===== src/rtl/sai_pkg.sv =====
package sai_pkg;

    typedef enum logic [1:0] {
        FMT_STEREO = 2'd0,
        FMT_TDM4   = 2'd1,
        FMT_TDM8   = 2'd2,
        FMT_PACK4  = 2'd3
    } fmt_e;

    typedef enum logic [1:0] {
        ST_HUNT    = 2'd0,
        ST_GAP     = 2'd1,
        ST_CAPTURE = 2'd2
    } rx_state_e;

    typedef struct packed {
        logic       drive_clk;
        logic       pulse_sync;
        logic       bpol;
        logic       fpol;
        logic       master;
        logic [1:0] rate;
        logic [3:0] dom;
        logic [4:0] width;
        logic [4:0] delay;
        fmt_e       fmt;
        logic [2:0] slot_lg;
        logic [3:0] frame_lg;
    } cfg_t;

    localparam int WORD_W = 24;

endpackage


===== src/rtl/sai_mode_decode.sv =====
module sai_mode_decode
    import sai_pkg::*;
#(
    parameter int NUM_DOMAINS = 9,
    parameter int OWN_DOMAIN  = 0
) (
    input  logic [15:0] mode,
    output cfg_t        cfg,
    output logic        err
);

    logic [3:0] src;
    assign src = mode[13:10];

    always_comb begin
        err            = 1'b0;
        cfg            = '0;
        cfg.drive_clk  = mode[15];
        cfg.pulse_sync = mode[14];
        cfg.bpol       = mode[9];
        cfg.fpol       = mode[8];
        cfg.dom        = 4'(OWN_DOMAIN);

        // clock source
        if (int'(src) < NUM_DOMAINS) begin
            cfg.dom = src;
        end else if (src == 4'b1001 || src == 4'b1010 || src == 4'b1011) begin
            cfg.master = 1'b1;
            cfg.rate   = src[1:0] - 2'd1;
        end else if (src != 4'b1111) begin
            err = 1'b1;
        end

        unique case (mode[7:6])
            2'b00: cfg.width = 5'd24;
            2'b01: cfg.width = 5'd20;
            2'b10: cfg.width = 5'd16;
            default: begin
                cfg.width = 5'd16;
                err       = 1'b1;
            end
        endcase

        unique case (mode[5:4])
            2'b00: cfg.delay = 5'd1;
            2'b01: cfg.delay = 5'd12;
            2'b10: cfg.delay = 5'd16;
            default: begin
                cfg.delay = 5'd1;
                err       = 1'b1;
            end
        endcase

        cfg.fmt = fmt_e'(mode[3:2]);

        // slot-fit legality
        if (cfg.delay == 5'd12 && cfg.width == 5'd24) begin
            cfg.width = 5'd20;
            err       = 1'b1;
        end
        if (cfg.delay == 5'd16 && cfg.width != 5'd16) begin
            cfg.width = 5'd16;
            err       = 1'b1;
        end
        if (cfg.fmt == FMT_PACK4 && (cfg.width != 5'd16 || cfg.delay != 5'd1)) begin
            cfg.width = 5'd16;
            cfg.delay = 5'd1;
            err       = 1'b1;
        end

        unique case (cfg.fmt)
            FMT_STEREO: begin cfg.slot_lg = 3'd5; cfg.frame_lg = 4'd6; end
            FMT_TDM4:   begin cfg.slot_lg = 3'd5; cfg.frame_lg = 4'd7; end
            FMT_TDM8:   begin cfg.slot_lg = 3'd5; cfg.frame_lg = 4'd8; end
            default:    begin cfg.slot_lg = 3'd4; cfg.frame_lg = 4'd6; end
        endcase
    end

endmodule


===== src/rtl/sai_clk_gen.sv =====
module sai_clk_gen #(
    parameter int HALF_NORMAL = 16
) (
    input  logic       clk,
    input  logic       rst_n,
    input  logic       en,
    input  logic [1:0] rate,
    input  logic       bpol,
    input  logic       fpol,
    input  logic       pulse,
    input  logic [3:0] frame_lg,
    output logic       bclk_o,
    output logic       fclk_o
);

    localparam int CW = $clog2(HALF_NORMAL) + 1;

    logic [CW-1:0] div;
    logic [CW-1:0] half;
    logic          ph;      // 0: launch phase, 1: sample phase
    logic [7:0]    mcnt;
    logic          fnorm;
    logic [7:0]    fmask;
    logic [7:0]    nm;
    logic [7:0]    half_frame;

    assign half       = CW'(HALF_NORMAL >> rate);
    assign fmask      = (8'd1 << frame_lg) - 8'd1;
    assign nm         = (mcnt + 8'd1) & fmask;
    assign half_frame = 8'd1 << (frame_lg - 4'd1);

    always_ff @(posedge clk or negedge rst_n) begin
        if (!rst_n) begin
            div   <= '0;
            ph    <= 1'b0;
            mcnt  <= 8'hFF;
            fnorm <= 1'b0;
        end else if (!en) begin
            div   <= '0;
            ph    <= 1'b0;
            mcnt  <= 8'hFF;
            fnorm <= 1'b0;
        end else if (div == half - CW'(1)) begin
            div <= '0;
            ph  <= ~ph;
            if (ph) begin
                mcnt  <= nm;
                fnorm <= pulse ? (nm == 8'd0) : (nm < half_frame);
            end
        end else begin
            div <= div + CW'(1);
        end
    end

    assign bclk_o = ph ^ bpol;
    assign fclk_o = fpol ? fnorm : ~fnorm;

    // a bit-clock phase always lasts at least two system clocks
    assert_bclk_half_min_R11: assert property (
        @(posedge clk) disable iff (!rst_n || !en)
        !$stable(ph) |=> $stable(ph)
    );

endmodule


===== src/rtl/sai_edge_front.sv =====
module sai_edge_front #(
    parameter int NUM_DOMAINS = 9
) (
    input  logic                   clk,
    input  logic                   rst_n,
    input  logic [NUM_DOMAINS-1:0] dom_bclk,
    input  logic [NUM_DOMAINS-1:0] dom_fclk,
    input  logic                   sdata,
    input  logic                   int_bclk,
    input  logic                   int_fclk,
    input  logic                   master,
    input  logic [3:0]             dom,
    input  logic                   bpol,
    input  logic                   fpol,
    output logic                   samp,
    output logic                   fnorm,
    output logic                   dbit
);

    logic       b_sel, f_sel;
    logic [2:0] s1, s2;
    logic       b_prev;

    always_comb begin
        b_sel = 1'b0;
        f_sel = 1'b0;
        for (int i = 0; i < NUM_DOMAINS; i++) begin
            if (int'(dom) == i) begin
                b_sel = dom_bclk[i];
                f_sel = dom_fclk[i];
            end
        end
        if (master) begin
            b_sel = int_bclk;
            f_sel = int_fclk;
        end
    end

    always_ff @(posedge clk or negedge rst_n) begin
        if (!rst_n) begin
            s1     <= '0;
            s2     <= '0;
            b_prev <= 1'b0;
        end else begin
            s1     <= {b_sel, f_sel, sdata};
            s2     <= s1;
            b_prev <= s2[2];
        end
    end

    // sampling edge: rising for polarity 0, falling for polarity 1
    assign samp  = (s2[2] ^ bpol) & ~(b_prev ^ bpol);
    assign fnorm = fpol ? s2[1] : ~s2[1];
    assign dbit  = s2[0];

endmodule


===== src/rtl/sai_deser_fsm.sv =====
module sai_deser_fsm
    import sai_pkg::*;
(
    input  logic              clk,
    input  logic              rst_n,
    input  logic              restart,
    input  logic              samp,
    input  logic              fnorm,
    input  logic              dbit,
    input  cfg_t              cfg,
    output logic [WORD_W-1:0] word,
    output logic [2:0]        chan,
    output logic              valid
);

    rx_state_e   state, state_n;
    logic        fprev;
    logic [7:0]  cnt, cnt_n;
    logic [23:0] sh;
    logic        fstart, fhalf;
    logic [7:0]  fmask, p, slot;
    logic [4:0]  smask, off;
    logic        emit;
    logic [23:0] cap;
    logic [3:0]  nchan;

    assign fstart = fnorm & ~fprev;
    assign fhalf  = ~fnorm & fprev & ~cfg.pulse_sync & (cfg.fmt == FMT_STEREO);
    assign fmask  = (8'd1 << cfg.frame_lg) - 8'd1;
    assign smask  = (5'd1 << cfg.slot_lg) - 5'd1;
    assign nchan  = 4'd1 << (cfg.frame_lg - {1'b0, cfg.slot_lg});

    always_comb begin
        if (fstart)     cnt_n = 8'd0;
        else if (fhalf) cnt_n = 8'd32;
        else            cnt_n = (cnt + 8'd1) & fmask;
    end

    assign p    = (cnt_n - {3'b0, cfg.delay}) & fmask;
    assign off  = p[4:0] & smask;
    assign slot = p >> cfg.slot_lg;
    assign cap  = {sh[22:0], dbit} << (5'd24 - cfg.width);
    assign emit = (state == ST_CAPTURE) && samp && (off == cfg.width - 5'd1) && (off != 5'd0);

    // next-state logic
    always_comb begin
        state_n = state;
        unique case (state)
            ST_HUNT: begin
                if (samp && fstart)                  // lock
                    state_n = (off == 5'd0) ? ST_CAPTURE : ST_GAP;
            end
            ST_GAP: begin
                if (samp && off == 5'd0)             // word_begin
                    state_n = ST_CAPTURE;
            end
            ST_CAPTURE: begin
                if (samp) begin
                    if (off == 5'd0)                 // word_begin after resync
                        state_n = ST_CAPTURE;
                    else if (off >= cfg.width - 5'd1) // word_end / overrun
                        state_n = ST_GAP;
                end
            end
            default: state_n = ST_HUNT;
        endcase
        if (restart) state_n = ST_HUNT;              // restart
    end

    // state register
    always_ff @(posedge clk or negedge rst_n) begin
        if (!rst_n) state <= ST_HUNT;
        else        state <= state_n;
    end

    // bit counter, frame-phase history and shift register
    always_ff @(posedge clk or negedge rst_n) begin
        if (!rst_n) begin
            fprev <= 1'b0;
            cnt   <= 8'd0;
            sh    <= '0;
        end else if (samp) begin
            fprev <= fnorm;
            cnt   <= cnt_n;
            if (off == 5'd0 && state_n == ST_CAPTURE)
                sh <= {23'b0, dbit};
            else if (state == ST_CAPTURE)
                sh <= {sh[22:0], dbit};
        end
    end

    // outputs
    always_ff @(posedge clk or negedge rst_n) begin
        if (!rst_n) begin
            valid <= 1'b0;
            word  <= '0;
            chan  <= '0;
        end else begin
            valid <= emit && !restart;
            if (emit) begin
                word <= cap;
                chan <= slot[2:0];
            end
        end
    end

    assert_valid_single_R13: assert property (
        @(posedge clk) disable iff (!rst_n)
        valid |=> !valid
    );

    assert_chan_in_range_R6: assert property (
        @(posedge clk) disable iff (!rst_n)
        valid |-> ({1'b0, chan} < nchan)
    );

    assert_zero_fill_R3: assert property (
        @(posedge clk) disable iff (!rst_n)
        valid |-> ((word & ((24'd1 << (5'd24 - cfg.width)) - 24'd1)) == 24'd0)
    );

    assert_restart_hunt_R1: assert property (
        @(posedge clk) disable iff (!rst_n)
        restart |=> (state == ST_HUNT && !valid)
    );

endmodule


===== src/rtl/tdm_serial_rx.sv =====
module tdm_serial_rx
    import sai_pkg::*;
#(
    parameter int          NUM_DOMAINS = 9,
    parameter int          OWN_DOMAIN  = 0,
    parameter int          HALF_NORMAL = 16,
    parameter logic [15:0] RESET_MODE  = 16'h3C00
) (
    input  logic                   clk,
    input  logic                   rst_n,
    input  logic                   mode_load,
    input  logic [15:0]            mode_data,
    input  logic [NUM_DOMAINS-1:0] dom_bclk,
    input  logic [NUM_DOMAINS-1:0] dom_fclk,
    input  logic                   sdata,
    output logic                   bclk_out,
    output logic                   bclk_oe,
    output logic                   fclk_out,
    output logic                   fclk_oe,
    output logic                   cfg_err,
    output logic [WORD_W-1:0]      smp_word,
    output logic [2:0]             smp_chan,
    output logic                   smp_valid
);

    logic [15:0] mode_q;
    cfg_t        cfg;
    logic        int_b, int_f;
    logic        samp, fnorm, dbit;

    always_ff @(posedge clk or negedge rst_n) begin
        if (!rst_n)         mode_q <= RESET_MODE;
        else if (mode_load) mode_q <= mode_data;
    end

    sai_mode_decode #(.NUM_DOMAINS(NUM_DOMAINS), .OWN_DOMAIN(OWN_DOMAIN)) u_dec (
        .mode (mode_q),
        .cfg  (cfg),
        .err  (cfg_err)
    );

    sai_clk_gen #(.HALF_NORMAL(HALF_NORMAL)) u_gen (
        .clk      (clk),
        .rst_n    (rst_n),
        .en       (cfg.master),
        .rate     (cfg.rate),
        .bpol     (cfg.bpol),
        .fpol     (cfg.fpol),
        .pulse    (cfg.pulse_sync),
        .frame_lg (cfg.frame_lg),
        .bclk_o   (int_b),
        .fclk_o   (int_f)
    );

    sai_edge_front #(.NUM_DOMAINS(NUM_DOMAINS)) u_front (
        .clk      (clk),
        .rst_n    (rst_n),
        .dom_bclk (dom_bclk),
        .dom_fclk (dom_fclk),
        .sdata    (sdata),
        .int_bclk (int_b),
        .int_fclk (int_f),
        .master   (cfg.master),
        .dom      (cfg.dom),
        .bpol     (cfg.bpol),
        .fpol     (cfg.fpol),
        .samp     (samp),
        .fnorm    (fnorm),
        .dbit     (dbit)
    );

    sai_deser_fsm u_fsm (
        .clk     (clk),
        .rst_n   (rst_n),
        .restart (mode_load),
        .samp    (samp),
        .fnorm   (fnorm),
        .dbit    (dbit),
        .cfg     (cfg),
        .word    (smp_word),
        .chan    (smp_chan),
        .valid   (smp_valid)
    );

    assign bclk_out = int_b;
    assign fclk_out = int_f;
    assign bclk_oe  = cfg.drive_clk;
    assign fclk_oe  = cfg.drive_clk;

    // enables change only in the cycle after a mode load
    assert_oe_on_load_R12: assert property (
        @(posedge clk) disable iff (!rst_n)
        !mode_load |=> $stable(bclk_oe)
    );

endmodule


===== config.mk =====
export PLATFORM = sky130hd
export DESIGN_NAME = tdm_serial_rx
export DESIGN_NICKNAME = d
export VERILOG_FILES = /design/src/rtl/sai_pkg.sv /design/src/rtl/sai_mode_decode.sv /design/src/rtl/sai_clk_gen.sv /design/src/rtl/sai_edge_front.sv /design/src/rtl/sai_deser_fsm.sv /design/src/rtl/tdm_serial_rx.sv
export SDC_FILE = /design/constraint.sdc
export NUM_CORES = 1
export LEC_CHECK = 0
export BUFFER_PORTS_ARGS = -buffer_cell sky130_fd_sc_hd__buf_2
export CAP_MARGIN = 20
export CORE_ASPECT_RATIO = 0.6
export CORE_MARGIN = 4
export CORE_UTILIZATION = 50
export DETAILED_ROUTE_END_ITERATION = 10
export PLACE_DENSITY = 0.73
export SLEW_MARGIN = 15
export SYNTH_ARGS = -nofsm -noshare
export SYNTH_HDL_FRONTEND = slang
export SYNTH_SLANG_ARGS = --single-unit

===== constraint.sdc =====
create_clock -name clk -period 4.2 [get_ports clk]
set_clock_uncertainty 0.2 [all_clocks]
set_input_delay 0.63 -clock clk [delete_from_list [all_inputs] [get_ports clk]]
set_output_delay 0.63 -clock clk [all_outputs]
set_load 0.02 [all_outputs]

==> reports/metrics.yaml <==
global_routing:
  grt_max_degree: 37
  grt_pass1_vias: 4399
  grt_pass1_wl_um: 23000
  antenna_found_initial: 0
  track_usage: 0.214
  gr-total-overflow: 0
power_and_ir_drop:
  swShare: 0.342
  p_clk_frac: 0.316
  power_density_nw_per_um2: 416
  leakage_uw: 0.00307
  sequentialPowerShare: 0.395
  vdd_ir_drop_max_v: 0.000218
  intPower_uw: 1810
  p_sw_uw: 940
  p_comb_frac: 0.289
clock_tree:
  cts_buffer_depth: 2
  numCtsBuffers: 9
  cts_sinks: 98
  h-tree-depth: 3
  insertion_delay_ps: 350
  cts_root_buf: "clkbuf_16"
  cts_setup_buffers: 0
  clk_pin_slew_ps: 80
  cts_tree: "built"
layout:
  synthToLayoutAreaGrowth_pct: 16.0
  instances_no_fill: 794
  diodes: 0
  nNetsFinal: 723
  fillers: 884
  drive_gt1_frac: 0.227
  fin_util: 0.608
  fin_area_sq_um: 6600
worst_setup_path:
  cp-end-kind: "flip-flop"
  crit_start: "mode_q[2]"
  worstPathRequired_ps: 4240
  arrival_ps: 4020
  crit_type: "flip-flop to flip-flop"
  start_kind: "flip-flop"
  r2r_start: "mode_q[2]"
  crit_fanout: 18
sta:
  finalCriticalPeriod_ps: 3980
  finalHoldViolCount: 0
  hold_ws_ps: 151
  worstMarginPinSlew_ps: 882
  tns_ps: 0
  drv_slew: 0
  finalCritPeriodShare: 0.946
  finalSetupViolCount: 0
  relSlewSlack: 0.406
  rsz0062_at_grt: "false"
  max_freq_mhz: 252
drt:
  drtPass1Iterations: 5
  drt-met1-wl_um: 7130
  drc: 0
  topRoutingLayerUsed: "met4"
  wl_met3_um: 1390
  viasPerCell: 5.92
  wl_per_cell_um: 18.1
  via_count: 4702
  ant_nets: 0
  drt_iter0_markers: 455
  wl_met2_um: 5710
  wl_um: 14400
place:
  place.gp.congestion: 0.898
  port_buffers: 68
  placed_area_sq_um: 6180
  hpwl_um: 10400
  dp_cells: 776
synthesis:
  ys_ff_latch: 98
  async_flop_share: 1.00
  yosys_warnings: 0
  synth_top_cell_by_area: "dfrtp_1"
  synth_cells: 584
  synth_commonest_cells: "86 x dfrtp_1, 81 x nand2_1, 44 x nor2_1"
  synth_flop_cell: "dfrtp_1"
  synth_enable_flop_cells: 0
  synth_most_common_cell: "dfrtp_1"
  synth_area_leaders: "dfrtp_1 38%, ha_1 7.7%, dfstp_2 5.5%, nand2_1 5.3%, a22o_1 4.0%"
  synth_top_area_share: 0.378
  syn-cell-area_sq_um: 5690
  ys_seq_area_frac: 0.434
  ys_types: 59
  synthesis.nets: 657
  postSynthAreaPerCell_sq_um: 9.74
die:
  design.portCount: 71
  die_area_sq_um: 13200
  row_count: 29
  die-height_um: 90.6
  die_w_um: 146
  fp.coreArea_sq_um: 10800
  start_util: 0.524
run:
  max_cap_viol_count: 0
run_status:
  status: "complete, no violations"
worst_hold_path:
  hp-class: "flip-flop to flip-flop"
  min_from: "u_front.s1[1]"
==> cell families (layout without fill, tap and decap cells) <==
logic type      Yosys count  count (layout)  share of synthesized area
xor+xnor                 20              20                     0.0308
mux                      30              30                     0.0656
flops                    98              98                      0.434
simple gates            200             200                      0.161
buf+inv                  49             120                     0.0361
compound gates          151             151                      0.195
fa+ha+maj                35              35                     0.0770
other cells               1               1                   0.000659
==> routing by layer <==
layer / vias to the layer above / track usage
met3: 16 / 0.0582
met1: 2238 / 0.345
met5: - / 0
met2: 203 / 0.282
li1: 2245 / -
met4: 0 / 0.0427
==> final timing paths <==
check,to,slack (ps),cells past startpoint
max in group asynchronous,mode_q[12],2430,3
min reg2reg,u_front.s2[1],150,0
min,u_front.s2[1],150,0
max,u_fsm.word[15],220,18
max reg2reg,u_fsm.word[15],220,18
min in group asynchronous,u_fsm.chan[2],540,2
==> through the flow <==
step                power, uW  worst slack, ps
finish                   2750              225
global route             2880             16.4
CTS                      2710             11.0
detailed placement       1840             53.4
global placement         1810              139
floorplan                1640              173
==> cell usage in the layout (no fill, tap or decap), types with 4 or more instances in the layout <==
| cell type | n |
|---|---|
| a211oi_1 | 4 |
| a21o_1 | 4 |
| a21oi_1 | 8 |
| a22o_1 | 26 |
| a22oi_1 | 6 |
| a31oi_1 | 6 |
| and2_1 | 4 |
| buf_2 | 67 |
| buf_4 | 11 |
| clkbuf_16 | 10 |
| dfrtp_1 | 86 |
| dfstp_2 | 12 |
| ha_1 | 33 |
| inv_1 | 21 |
| mux2_2 | 14 |
| mux2i_1 | 11 |
| mux4_2 | 4 |
| nand2_1 | 81 |
| nand2b_1 | 9 |
| nand3_1 | 14 |
| nand3b_1 | 5 |
| nand4_1 | 6 |
| nor2_1 | 44 |
| nor2b_1 | 6 |
| nor3_1 | 16 |
| o211ai_1 | 5 |
| o21a_1 | 12 |
| o21ai_0 | 40 |
| o22a_1 | 7 |
| o22ai_1 | 5 |
| o31ai_1 | 7 |
| xnor2_1 | 12 |
| xor2_1 | 7 |
==> flip-flops by register name, summed over array words and instances, names as in the netlist <==
register        count
u_fsm.valid         1
u_gen.fnorm         1
u_front.s1          3
u_gen.ph            1
u_gen.div           5
u_fsm.state         2
u_front.s2          3
u_fsm.sh           23
u_front.b_prev      1
u_fsm.word         24
u_fsm.fprev         1
mode_q             14
u_fsm.chan          3
u_fsm.cnt           8
u_gen.mcnt          8
==> worst max-delay path: stages, from the launching register on <==
cell	delay, ps
dfrtp_1	410
inv_1	140
ha_1	170
nand3b_1	90
nand2b_4	180
o21ai_2	130
nor2_1	120
ha_1	360
nor2b_1	160
a311o_4	410
xnor2_1	170
nor2_1	60
ha_1	300
nand4_1	120
inv_1	130
nand3_4	120
buf_12	200
buf_6	160
a22o_1	230
==> power by group through the flow <==
| stage | registers (uW) | clock network [uW] | logic [uW] |
|---|---|---|---|
| finish | 1090 | 867 | 795 |
| detailed placement | 1100 | 0 | 742 |
| global route | 1090 | 914 | 872 |
| floorplan | 1070 | 0 | 567 |
| global placement | 1090 | 0 | 717 |
| CTS | 1080 | 879 | 750 |
==> final cells by class <==
type                       instances  area, sq um  area share
timing repair buffer              82          484      0.0734
multi-input combinational        437         3080       0.467
clock buffer                       9          225      0.0341
inverter                          22         82.6      0.0125
tap                              139          174      0.0264
clock inverter                     7         83.8      0.0127
sequential                        98         2470       0.374
==> repair_timing <==
item                                   in CTS  in global routing
endpoints found under the hold margin       1                  0
hold buffers                                1                  0
gates resized for setup                     0                 17
setup endpoints to repair                   0                 53
Note: power is estimated with default switching activity, not from simulation.
